==> config.mk <==
export PLATFORM = sky130hd
export DESIGN_NAME = i2c_cond_gen
export DESIGN_NICKNAME = d
export VERILOG_FILES = /design/src/rtl/i2c_cond_pkg.sv /design/src/rtl/i2c_line_sync.sv /design/src/rtl/i2c_phase_timer.sv /design/src/rtl/i2c_busy_tracker.sv /design/src/rtl/i2c_cond_gen.sv
export SDC_FILE = /design/constraint.sdc
export NUM_CORES = 1
export LEC_CHECK = 0
export BUFFER_PORTS_ARGS = -buffer_cell sky130_fd_sc_hd__buf_2
export CORE_MARGIN = 2
export CORE_UTILIZATION = 62
export DETAILED_ROUTE_END_ITERATION = 8
export GPL_TIMING_DRIVEN = 0
export PLACE_DENSITY = 0.83
export SYNTH_ARGS = -nofsm -noshare
export SYNTH_HDL_FRONTEND = slang
export SYNTH_SLANG_ARGS = --single-unit
==> constraint.sdc <==
create_clock -name clk -period 2.7 [get_ports clk]
set_input_delay 0.405 -clock clk [delete_from_list [all_inputs] [get_ports clk]]
set_output_delay 0.405 -clock clk [all_outputs]
set_load 0.05 [all_outputs]
==> src/rtl/i2c_cond_pkg.sv <==
package i2c_cond_pkg;

    typedef enum logic [2:0] {
        S_IDLE,
        S_START_SU,
        S_START_HD,
        S_BIT_LOW,
        S_BIT_HIGH,
        S_HELD,
        S_STOP_SU
    } cond_state_t;

    // control register fields
    localparam int unsigned F_EN   = 0;
    localparam int unsigned F_FAST = 1;
    // status register fields
    localparam int unsigned F_MST  = 2;
    localparam int unsigned F_TRX  = 1;
    localparam int unsigned F_BB   = 0;

    localparam int unsigned BITS_PER_BYTE = 8;

    function automatic int unsigned cmax(input int unsigned a, input int unsigned b);
        return (a > b) ? a : b;
    endfunction

endpackage

==> src/rtl/i2c_line_sync.sv <==
module i2c_line_sync #(
    parameter int unsigned STAGES = 2
) (
    input  logic clk,
    input  logic rst,
    input  logic din,
    output logic dout
);
    logic [STAGES-1:0] chain;

    always_ff @(posedge clk) begin
        if (rst) chain <= '1;
        else     chain <= {chain[STAGES-2:0], din};
    end

    assign dout = chain[STAGES-1];
endmodule

==> src/rtl/i2c_phase_timer.sv <==
module i2c_phase_timer #(
    parameter int unsigned W = 5
) (
    input  logic         clk,
    input  logic         rst,
    input  logic         load,
    input  logic [W-1:0] load_val,
    input  logic         dec,
    output logic         zero
);
    logic [W-1:0] cnt;

    always_ff @(posedge clk) begin
        if (rst)                  cnt <= '0;
        else if (load)            cnt <= load_val;
        else if (dec && cnt != 0) cnt <= cnt - 1'b1;
    end

    assign zero = (cnt == '0);
endmodule

==> src/rtl/i2c_busy_tracker.sv <==
module i2c_busy_tracker #(
    parameter int unsigned W = 5
) (
    input  logic         clk,
    input  logic         rst,
    input  logic         arm,
    input  logic [W-1:0] arm_val,
    input  logic         arm_level,
    output logic         busy
);
    logic [W-1:0] cnt;
    logic         pending;
    logic         target;

    always_ff @(posedge clk) begin
        if (rst) begin
            cnt     <= '0;
            pending <= 1'b0;
            target  <= 1'b0;
            busy    <= 1'b0;
        end else if (arm) begin
            cnt     <= arm_val;
            pending <= 1'b1;
            target  <= arm_level;
        end else if (pending) begin
            if (cnt == '0) begin
                busy    <= target;
                pending <= 1'b0;
            end else begin
                cnt <= cnt - 1'b1;
            end
        end
    end
endmodule

==> src/rtl/i2c_cond_gen.sv <==
module i2c_cond_gen
    import i2c_cond_pkg::*;
#(
    parameter int unsigned STD_START_SU  = 20,
    parameter int unsigned STD_STOP_SU   = 17,
    parameter int unsigned STD_HOLD      = 20,
    parameter int unsigned STD_BB_DLY    = 12,
    parameter int unsigned FAST_START_SU = 10,
    parameter int unsigned FAST_STOP_SU  = 7,
    parameter int unsigned FAST_HOLD     = 10,
    parameter int unsigned FAST_BB_DLY   = 6,
    parameter int unsigned SYNC_STAGES   = 2
) (
    input  logic       clk,
    input  logic       rst,
    input  logic       wr_en,
    input  logic       wr_addr,
    input  logic [2:0] wr_data,
    input  logic       scl_in,
    output logic       scl_pull,
    output logic       sda_pull,
    output logic       busy,
    output logic [2:0] bit_cnt
);
    localparam int unsigned MAXC = cmax(cmax(cmax(STD_START_SU, STD_STOP_SU),
                                             cmax(STD_HOLD, STD_BB_DLY)),
                                        cmax(cmax(FAST_START_SU, FAST_STOP_SU),
                                             cmax(FAST_HOLD, FAST_BB_DLY)));
    localparam int unsigned CW = $clog2(MAXC + 1);

    cond_state_t state, nxt;

    logic          en_q, fast_q, mode_fast;
    logic          in_idle, in_held;
    logic          status_wr, start_go, stop_go, fast_sel;
    logic          scl_hi, t_zero, t_load, t_dec;
    logic [CW-1:0] t_val;
    logic [CW-1:0] v_start_su, v_stop_su, v_half, v_bb;

    // ---- control register and captured mode ----
    always_ff @(posedge clk) begin
        if (rst) begin
            en_q      <= 1'b0;
            fast_q    <= 1'b0;
            mode_fast <= 1'b0;
        end else begin
            if (wr_en && !wr_addr) begin
                en_q   <= wr_data[F_EN];
                fast_q <= wr_data[F_FAST];
            end
            if (start_go || stop_go) mode_fast <= fast_q;
        end
    end

    // ---- command decode ----
    assign in_idle   = (state == S_IDLE);
    assign in_held   = (state == S_HELD);
    assign status_wr = wr_en && wr_addr && en_q && wr_data[F_MST] && wr_data[F_TRX];
    assign start_go  = status_wr &&  wr_data[F_BB] && in_idle;
    assign stop_go   = status_wr && !wr_data[F_BB] && in_held;
    assign fast_sel  = (start_go || stop_go) ? fast_q : mode_fast;

    always_comb begin
        v_start_su = fast_sel ? CW'(FAST_START_SU - 1) : CW'(STD_START_SU - 1);
        v_stop_su  = fast_sel ? CW'(FAST_STOP_SU - 1)  : CW'(STD_STOP_SU - 1);
        v_half     = fast_sel ? CW'(FAST_HOLD - 1)     : CW'(STD_HOLD - 1);
        v_bb       = fast_sel ? CW'(FAST_BB_DLY - 1)   : CW'(STD_BB_DLY - 1);
    end

    // ---- sensed SCL ----
    i2c_line_sync #(.STAGES(SYNC_STAGES)) u_scl_sync (
        .clk  (clk),
        .rst  (rst),
        .din  (scl_in),
        .dout (scl_hi)
    );

    // ---- phase timer ----
    i2c_phase_timer #(.W(CW)) u_timer (
        .clk      (clk),
        .rst      (rst),
        .load     (t_load),
        .load_val (t_val),
        .dec      (t_dec),
        .zero     (t_zero)
    );

    // ---- bus-busy flag ----
    i2c_busy_tracker #(.W(CW)) u_busy (
        .clk       (clk),
        .rst       (rst),
        .arm       (start_go || stop_go),
        .arm_val   (v_bb),
        .arm_level (start_go),
        .busy      (busy)
    );

    // ---- next state ----
    always_comb begin
        nxt    = state;
        t_load = 1'b0;
        t_val  = '0;
        t_dec  = 1'b1;
        unique case (state)
            S_IDLE: begin
                if (start_go) begin
                    nxt    = S_START_SU;
                    t_load = 1'b1;
                    t_val  = v_start_su;
                end
            end
            S_START_SU: begin
                if (t_zero) begin
                    nxt    = S_START_HD;
                    t_load = 1'b1;
                    t_val  = v_half;
                end
            end
            S_START_HD: begin
                if (t_zero) begin
                    nxt    = S_BIT_LOW;
                    t_load = 1'b1;
                    t_val  = v_half;
                end
            end
            S_BIT_LOW: begin
                if (t_zero) begin
                    nxt    = S_BIT_HIGH;
                    t_load = 1'b1;
                    t_val  = v_half;
                end
            end
            S_BIT_HIGH: begin
                t_dec = scl_hi;
                if (t_zero && scl_hi) begin
                    nxt    = (bit_cnt == 3'(BITS_PER_BYTE - 1)) ? S_HELD : S_BIT_LOW;
                    t_load = 1'b1;
                    t_val  = v_half;
                end
            end
            S_HELD: begin
                if (stop_go) begin
                    nxt    = S_STOP_SU;
                    t_load = 1'b1;
                    t_val  = v_stop_su;
                end
            end
            S_STOP_SU: begin
                if (t_zero) nxt = S_IDLE;
            end
            default: nxt = S_IDLE;
        endcase
    end

    // ---- state register and bit counter ----
    always_ff @(posedge clk) begin
        if (rst) begin
            state   <= S_IDLE;
            bit_cnt <= '0;
        end else begin
            state <= nxt;
            if (start_go)
                bit_cnt <= '0;
            else if (state == S_BIT_HIGH && nxt != S_BIT_HIGH)
                bit_cnt <= bit_cnt + 3'd1;
        end
    end

    // ---- line outputs ----
    always_comb begin
        scl_pull = 1'b0;
        sda_pull = 1'b0;
        unique case (state)
            S_IDLE:     begin scl_pull = 1'b0; sda_pull = 1'b0; end
            S_START_SU: begin scl_pull = 1'b0; sda_pull = 1'b0; end
            S_START_HD: begin scl_pull = 1'b0; sda_pull = 1'b1; end
            S_BIT_LOW:  begin scl_pull = 1'b1; sda_pull = 1'b1; end
            S_BIT_HIGH: begin scl_pull = 1'b0; sda_pull = 1'b1; end
            S_HELD:     begin scl_pull = 1'b1; sda_pull = 1'b1; end
            S_STOP_SU:  begin scl_pull = 1'b0; sda_pull = 1'b1; end
            default:    begin scl_pull = 1'b0; sda_pull = 1'b0; end
        endcase
    end
endmodule

Yosys cells after proc, flatten, opt, wreduce, memory -nomap -nowiden --
Index checks and enable logic that the tools add are counted. W data, S select, Z words.
Word-level totals: memory bits (writable) 0, memories 0, ROM bits 0, input bits 8, bits in latches 0, register bits after elaboration 24, output and inout bits 6, word-level logic and storage cells 85
Cells by class: shifts and indexed selects 0, add/sub/neg operators 3, bitwise logic cells 1, reductions and logical operators 27, divide/modulo/power cells 0, equality and inequality tests 9, $lt $le $gt $ge 0, multipliers 0, multiplexer cells 34
Operators with widths (number):
- $mux W5 | 11
- $mux W3 | 8
- $pmux W3 S7 | 1
- $pmux W5 S4 | 1
- $eq A3 B3 Y1 const B | 4
- $logic_and A1 B1 Y1 | 12
- $mux W1 | 11
- $logic_not A5 Y1 | 2
- $sub A5 B1 Y5 const B | 2
- $eq A3 B2 Y1 const B | 2
- $reduce_bool A5 Y1 | 1
- $reduce_or A5 Y1 | 1
- $mux W4 | 1
- $pmux W1 S4 | 1
- $reduce_bool A2 Y1 | 2
- $reduce_or A2 Y1 | 2
- $add A3 B1 Y3 const B | 1
- $eq A3 B1 Y1 const B | 1
- $logic_not A3 Y1 | 1
- $ne A3 B3 Y1 const B | 1
- $reduce_and A3 Y1 | 1
- $reduce_or A3 Y1 | 1
- $logic_not A1 Y1 | 2
- $ne A2 B1 Y1 const B | 1
- 3 further kinds | 3

Logic depth before layout (Yosys ltp) --
word-level depth 12, mapped depth 8

Modules after synthesis --
Synthesis repeated with hierarchy kept, for this count alone.
Unflattened totals: cell total of the unflattened synthesis 169, area total of the unflattened synthesis 1448.9 um2
Modules (own cells, without submodules):
- i2c_cond_gen | cells each 80, sequential area each 180.2 um2, area each 629.4 um2, instances 1
- i2c_busy_tracker | cells each 48, sequential area each 160.2 um2, area each 440.4 um2, instances 1
- i2c_phase_timer | cells each 37, sequential area each 100.1 um2, area each 326.6 um2, instances 1
- i2c_line_sync | cells each 4, sequential area each 40.0 um2, area each 52.6 um2, instances 1

Worst setup path before layout --
No wires, ideal clock.
path type register to output, start reg state[1], end out sda_pull, arrival 1.548 ns, buffers on the path 2, slack 0.747 ns, cell stages (with the launch flop) 5, cell sequence dfxtp_1 > buf_6 > clkbuf_1 > nor2_1 > a21oi_1
Between the ends: cells in the longest elaborated chain, start to end 3, elaborated cells between the ends (all ways) 7, classes of those cells eq/ne: 5; mux: 1; reduce/logical: 1
RTL lines:
- from (decl) | line i2c_cond_gen.sv:31 | cond_state_t state, nxt;
- from (signal assigned) | line i2c_cond_gen.sv:161 | state <= nxt;
- $eq A3 B3 Y1 or $eq A3 B2 Y1 (tied branches) | line i2c_cond_gen.sv:173 | unique case (state)
- $reduce_or A5 Y1 (no source line) *
- $mux W1 * | line i2c_cond_gen.sv:173
- to (decl) | line i2c_cond_gen.sv:21 | output logic sda_pull,
Every way passes the cells marked *; elsewhere a longest branch is shown, timed or not.

Worst setup path in the final report --
start reg state[1], end out scl_pull
Between the ends: cells in the longest elaborated chain, start to end 3, elaborated cells between the ends (all ways) 4, classes of those cells eq/ne: 2; mux: 1; reduce/logical: 1
RTL lines:
- $eq A3 B3 Y1 or $eq A3 B2 Y1 (tied branches) | line i2c_cond_gen.sv:173
- $reduce_or A2 Y1 (no source line) *
- $mux W1 * | line i2c_cond_gen.sv:173
- to (decl) | line i2c_cond_gen.sv:20 | output logic scl_pull,
Marks and branches as above.

==> results by group <==
Run status
  • Outcome: finished clean

Placed design
  • Final GP Congestion: around 0.92
  • HPWL Detailed: 2.25 mm
  • IO buf count: 12
  • Placed cell area: about 1500 µm²

Synth
  • Mapped Area: 1420 µm²
  • Number of unique standard cell types used by synthesis: 49
  • Flip-flop cell with the highest count after synthesis: sky130_fd_sc_hd__dfxtp_1
  • Most repeated cell in the gate-level netlist after synthesis: sky130_fd_sc_hd__dfxtp_1
  • Per-instance average area after synthesis: 8.75 µm²
  • Async set-or-reset flop fraction in the synthesized netlist: 0
  • Ranking of synthesized cells by instance count: sky130_fd_sc_hd__dfxtp_1, sky130_fd_sc_hd__nor2_1, sky130_fd_sc_hd__a21oi_1, sky130_fd_sc_hd__nand3_1, sky130_fd_sc_hd__nand2_1
  • Count of flip-flops with a built-in enable after synthesis: 0
  • Cell count after synthesis: 162
  • Sequential area share after synthesis: 0.339
  • Warnings, synthesis: 0
  • Proportion of netlist area held by the largest area contributor: 0.339
  • Flip-flop and latch count after synthesis: 24
  • Net count after synthesis: roughly 180
  • Cell type contributing the most total cell area after synthesis: sky130_fd_sc_hd__dfxtp_1
  • Top area cells in the synthesized netlist: sky130_fd_sc_hd__dfxtp_1, sky130_fd_sc_hd__ha_1, sky130_fd_sc_hd__nor2_1, sky130_fd_sc_hd__xor2_1, sky130_fd_sc_hd__a21oi_1

Clocking
  • Clock-pin slew reported for the worst setup and hold paths after clock tree synthesis: 140 ps
  • CTS Buf Count: 3
  • Worst-Skew Late Latency: between 300 and 400 ps
  • Cells resized by post-CTS repair: 0
  • CTS max path bufs: 2
  • Count of H-tree levels built during CTS: 1
  • CTS Sinks: 24
  • Clock tree from TritonCTS: yes
  • Post-CTS setup buffer count: 0
  • Post-CTS Hold Buffers: 0
  • Cell at the root of the clock tree: sky130_fd_sc_hd__clkbuf_4

Timing
  • Time the final worst path needs with I/O delays and setup: 2060 ps
  • Unrepaired setup endpoints after global routing: no
  • Final count of hold timing violations: 0
  • Worst Tran Pin Value: 536 ps
  • Post-route fraction of the period consumed by the critical path: 0.762
  • Fmax: 486 MHz
  • Final clock skew: 12.5 ps
  • Worst relative slew slack: 0.637
  • Setup tns final: 0 ps
  • Max-slew violations: 0
  • Final-report setup violation count: 0

Global routing
  • First-pass GRT wire length: 5.02 mm
  • Pin count of the biggest net entering global routing: 14
  • Number of antenna violations at the first check in global routing: 0
  • Total track usage: 0.252
  • Number of global-route vias before repair: 1136
  • Global route overflow: 0

Route
  • Routed length on met3: 84 µm
  • Via count: 1208
  • Wire length on met2: 1.49 mm
  • Total Wirelength: 3.04 mm
  • Detailed-router iteration count before antenna repair: 4
  • Number of antenna-violating nets in the routed design: 0
  • DR WL/cell: roughly 15 µm
  • Routed metal-1 wire length: 1.41 mm
  • Top routing layer in use: met4
  • Ratio of routed vias to standard cells: 5.86
  • DR DRC count: 0
  • DRC marker count from the first detailed-route iteration: 23

Die
  • Height of the die: 51.8 µm
  • Area of the die: 2680 µm²
  • Initial Util: 0.647
  • Standard-cell row count: 17
  • Core region area: around 2200 µm²
  • Number of top-level pins: 14
  • Horizontal die dimension: between 50 and 60 µm

Setup path
  • Crit end category: primary output
  • Worst EP required: 2300 ps
  • Startpoint of the most critical register-to-register path: u_timer.cnt[0]$_SDFFE_PP0P_
  • Arrival time reported for the critical path endpoint: about 1700 ps
  • Category of the most critical setup path: reg -> out
  • Critical path origin: state[1]$_SDFF_PP0_
  • Peak fanout along the critical path: 10
  • Critical path launch point type: register

Final layout
  • Ratio of cells with drive above 1 in the final layout: 0.180
  • Count of inserted antenna diode cells: 0
  • Total area of sequential cells: 480 µm²
  • Total area of multi-input combinational cells: 862 µm²
  • Nets@finish: 193
  • Growth of design area from synthesis to finish: 9.27%
  • Core occupancy in the finished layout: 0.707
  • Filler cell count in the final layout: 181
  • Finished layout cell area: 1550 µm²

Hold path
  • Class of the worst hold path: in -> reg
  • Min-delay src: scl_in

Run
  • Total of max-cap violations: 0

Pwr
  • Pleak: around 0.63 nW
  • PwrDens: about 660 nW/µm²
  • Total chip power: 0.00103 W
  • Max VDD drop: 647 µV
==> through the flow <==
step | instances | setup slack (ps) | hold WS (ps)
CTS | 206 | 640 | 257
finish | 206 | 644 | 255
detailed placement | 202 | 718 | 397
global placement | 202 | 765 | 400
global route | 206 | 512 | 251
floorplan | 162 | 747 | 389
==> path summary, 6_finish.rpt <==
check / end / slack [ps] / cells past startpoint
max: scl_pull / 640 / 5
max reg2reg: u_timer.cnt[2]$_SDFFE_PP0P_ / 680 / 6
min reg2reg: u_scl_sync.chain[1]$_SDFF_PP1_ / 450 / 1
min: u_scl_sync.chain[0]$_SDFF_PP1_ / 250 / 2
==> state kept, by name, indices dropped and copies added, names as in the netlist <==
register,count
mode_fast,1
fast_q,1
u_busy.pending,1
u_busy.target,1
u_timer.cnt,5
u_busy.busy,1
u_busy.cnt,5
state,3
bit_cnt,3
en_q,1
u_scl_sync.chain,2
==> routing by layer <==
layer  global-route usage  up-vias
met2                0.451       24
met4               0.0877        0
met5                    0        -
met3               0.0287        6
met1                0.312      561
li1                     -      617
==> critical path, cell delays in order (launching register included) <==
cell and delay [ps]:
sky130_fd_sc_hd__dfxtp_1 350, sky130_fd_sc_hd__buf_6 120, sky130_fd_sc_hd__clkbuf_1 320, sky130_fd_sc_hd__xor2_1 160, sky130_fd_sc_hd__and2_1 120, sky130_fd_sc_hd__buf_2 250
==> cell families (layout without fill, tap and decap cells) <==
logic type	after synthesis	count (layout)	synth area share
multiplexers	5	5	0.0380
flip-flops	24	24	0.339
adder cells (fa/ha/maj)	6	6	0.0530
XOR/XNOR	9	9	0.0556
buffers and inverters	17	33	0.0530
AND/OR/NAND/NOR	69	69	0.281
AO/OA/AOI/OAI	32	32	0.181
==> layout make-up <==
class | count | area share
Tap cell | 28 | 0.0226
Inverter | 8 | 0.0194
Sequential cell | 24 | 0.310
Multi-Input combinational cell | 121 | 0.557
Clock buffer | 4 | 0.0234
Buffer | 9 | 0.0291
Timing Repair Buffer | 12 | 0.0388
==> placed cells by master (no fill, tap or decap), types with 2 or more instances in the layout <==
cell type	synthesis	final
sky130_fd_sc_hd__mux2i_1	4	4
sky130_fd_sc_hd__and2_1	3	3
sky130_fd_sc_hd__nor4b_2	2	2
sky130_fd_sc_hd__a31oi_1	3	3
sky130_fd_sc_hd__nor4b_1	2	2
sky130_fd_sc_hd__nand2b_1	3	3
sky130_fd_sc_hd__o21ai_0	2	2
sky130_fd_sc_hd__nor3_1	7	7
sky130_fd_sc_hd__ha_1	6	6
sky130_fd_sc_hd__xnor2_1	3	3
sky130_fd_sc_hd__nand3_1	10	10
sky130_fd_sc_hd__a211oi_1	2	2
sky130_fd_sc_hd__nor2b_1	5	5
sky130_fd_sc_hd__clkbuf_4	0	3
sky130_fd_sc_hd__buf_2	2	14
sky130_fd_sc_hd__or2_2	2	2
sky130_fd_sc_hd__a21oi_1	10	10
sky130_fd_sc_hd__nand2_1	9	9
sky130_fd_sc_hd__clkbuf_1	5	5
sky130_fd_sc_hd__inv_1	8	8
sky130_fd_sc_hd__nor4_1	2	2
sky130_fd_sc_hd__nor2_1	14	14
sky130_fd_sc_hd__a311oi_1	3	3
sky130_fd_sc_hd__dfxtp_1	24	24
sky130_fd_sc_hd__xor2_1	6	6
==> power breakdown <==
group	internal [W]	switching, W	total, W
Clock	0.0000824	0.000109	0.000191
Sequential	0.000393	0.0000400	0.000433
Combinational	0.000182	0.000219	0.000401
Total	0.000658	0.000368	0.00103
Power figures use the tool's default switching activity.
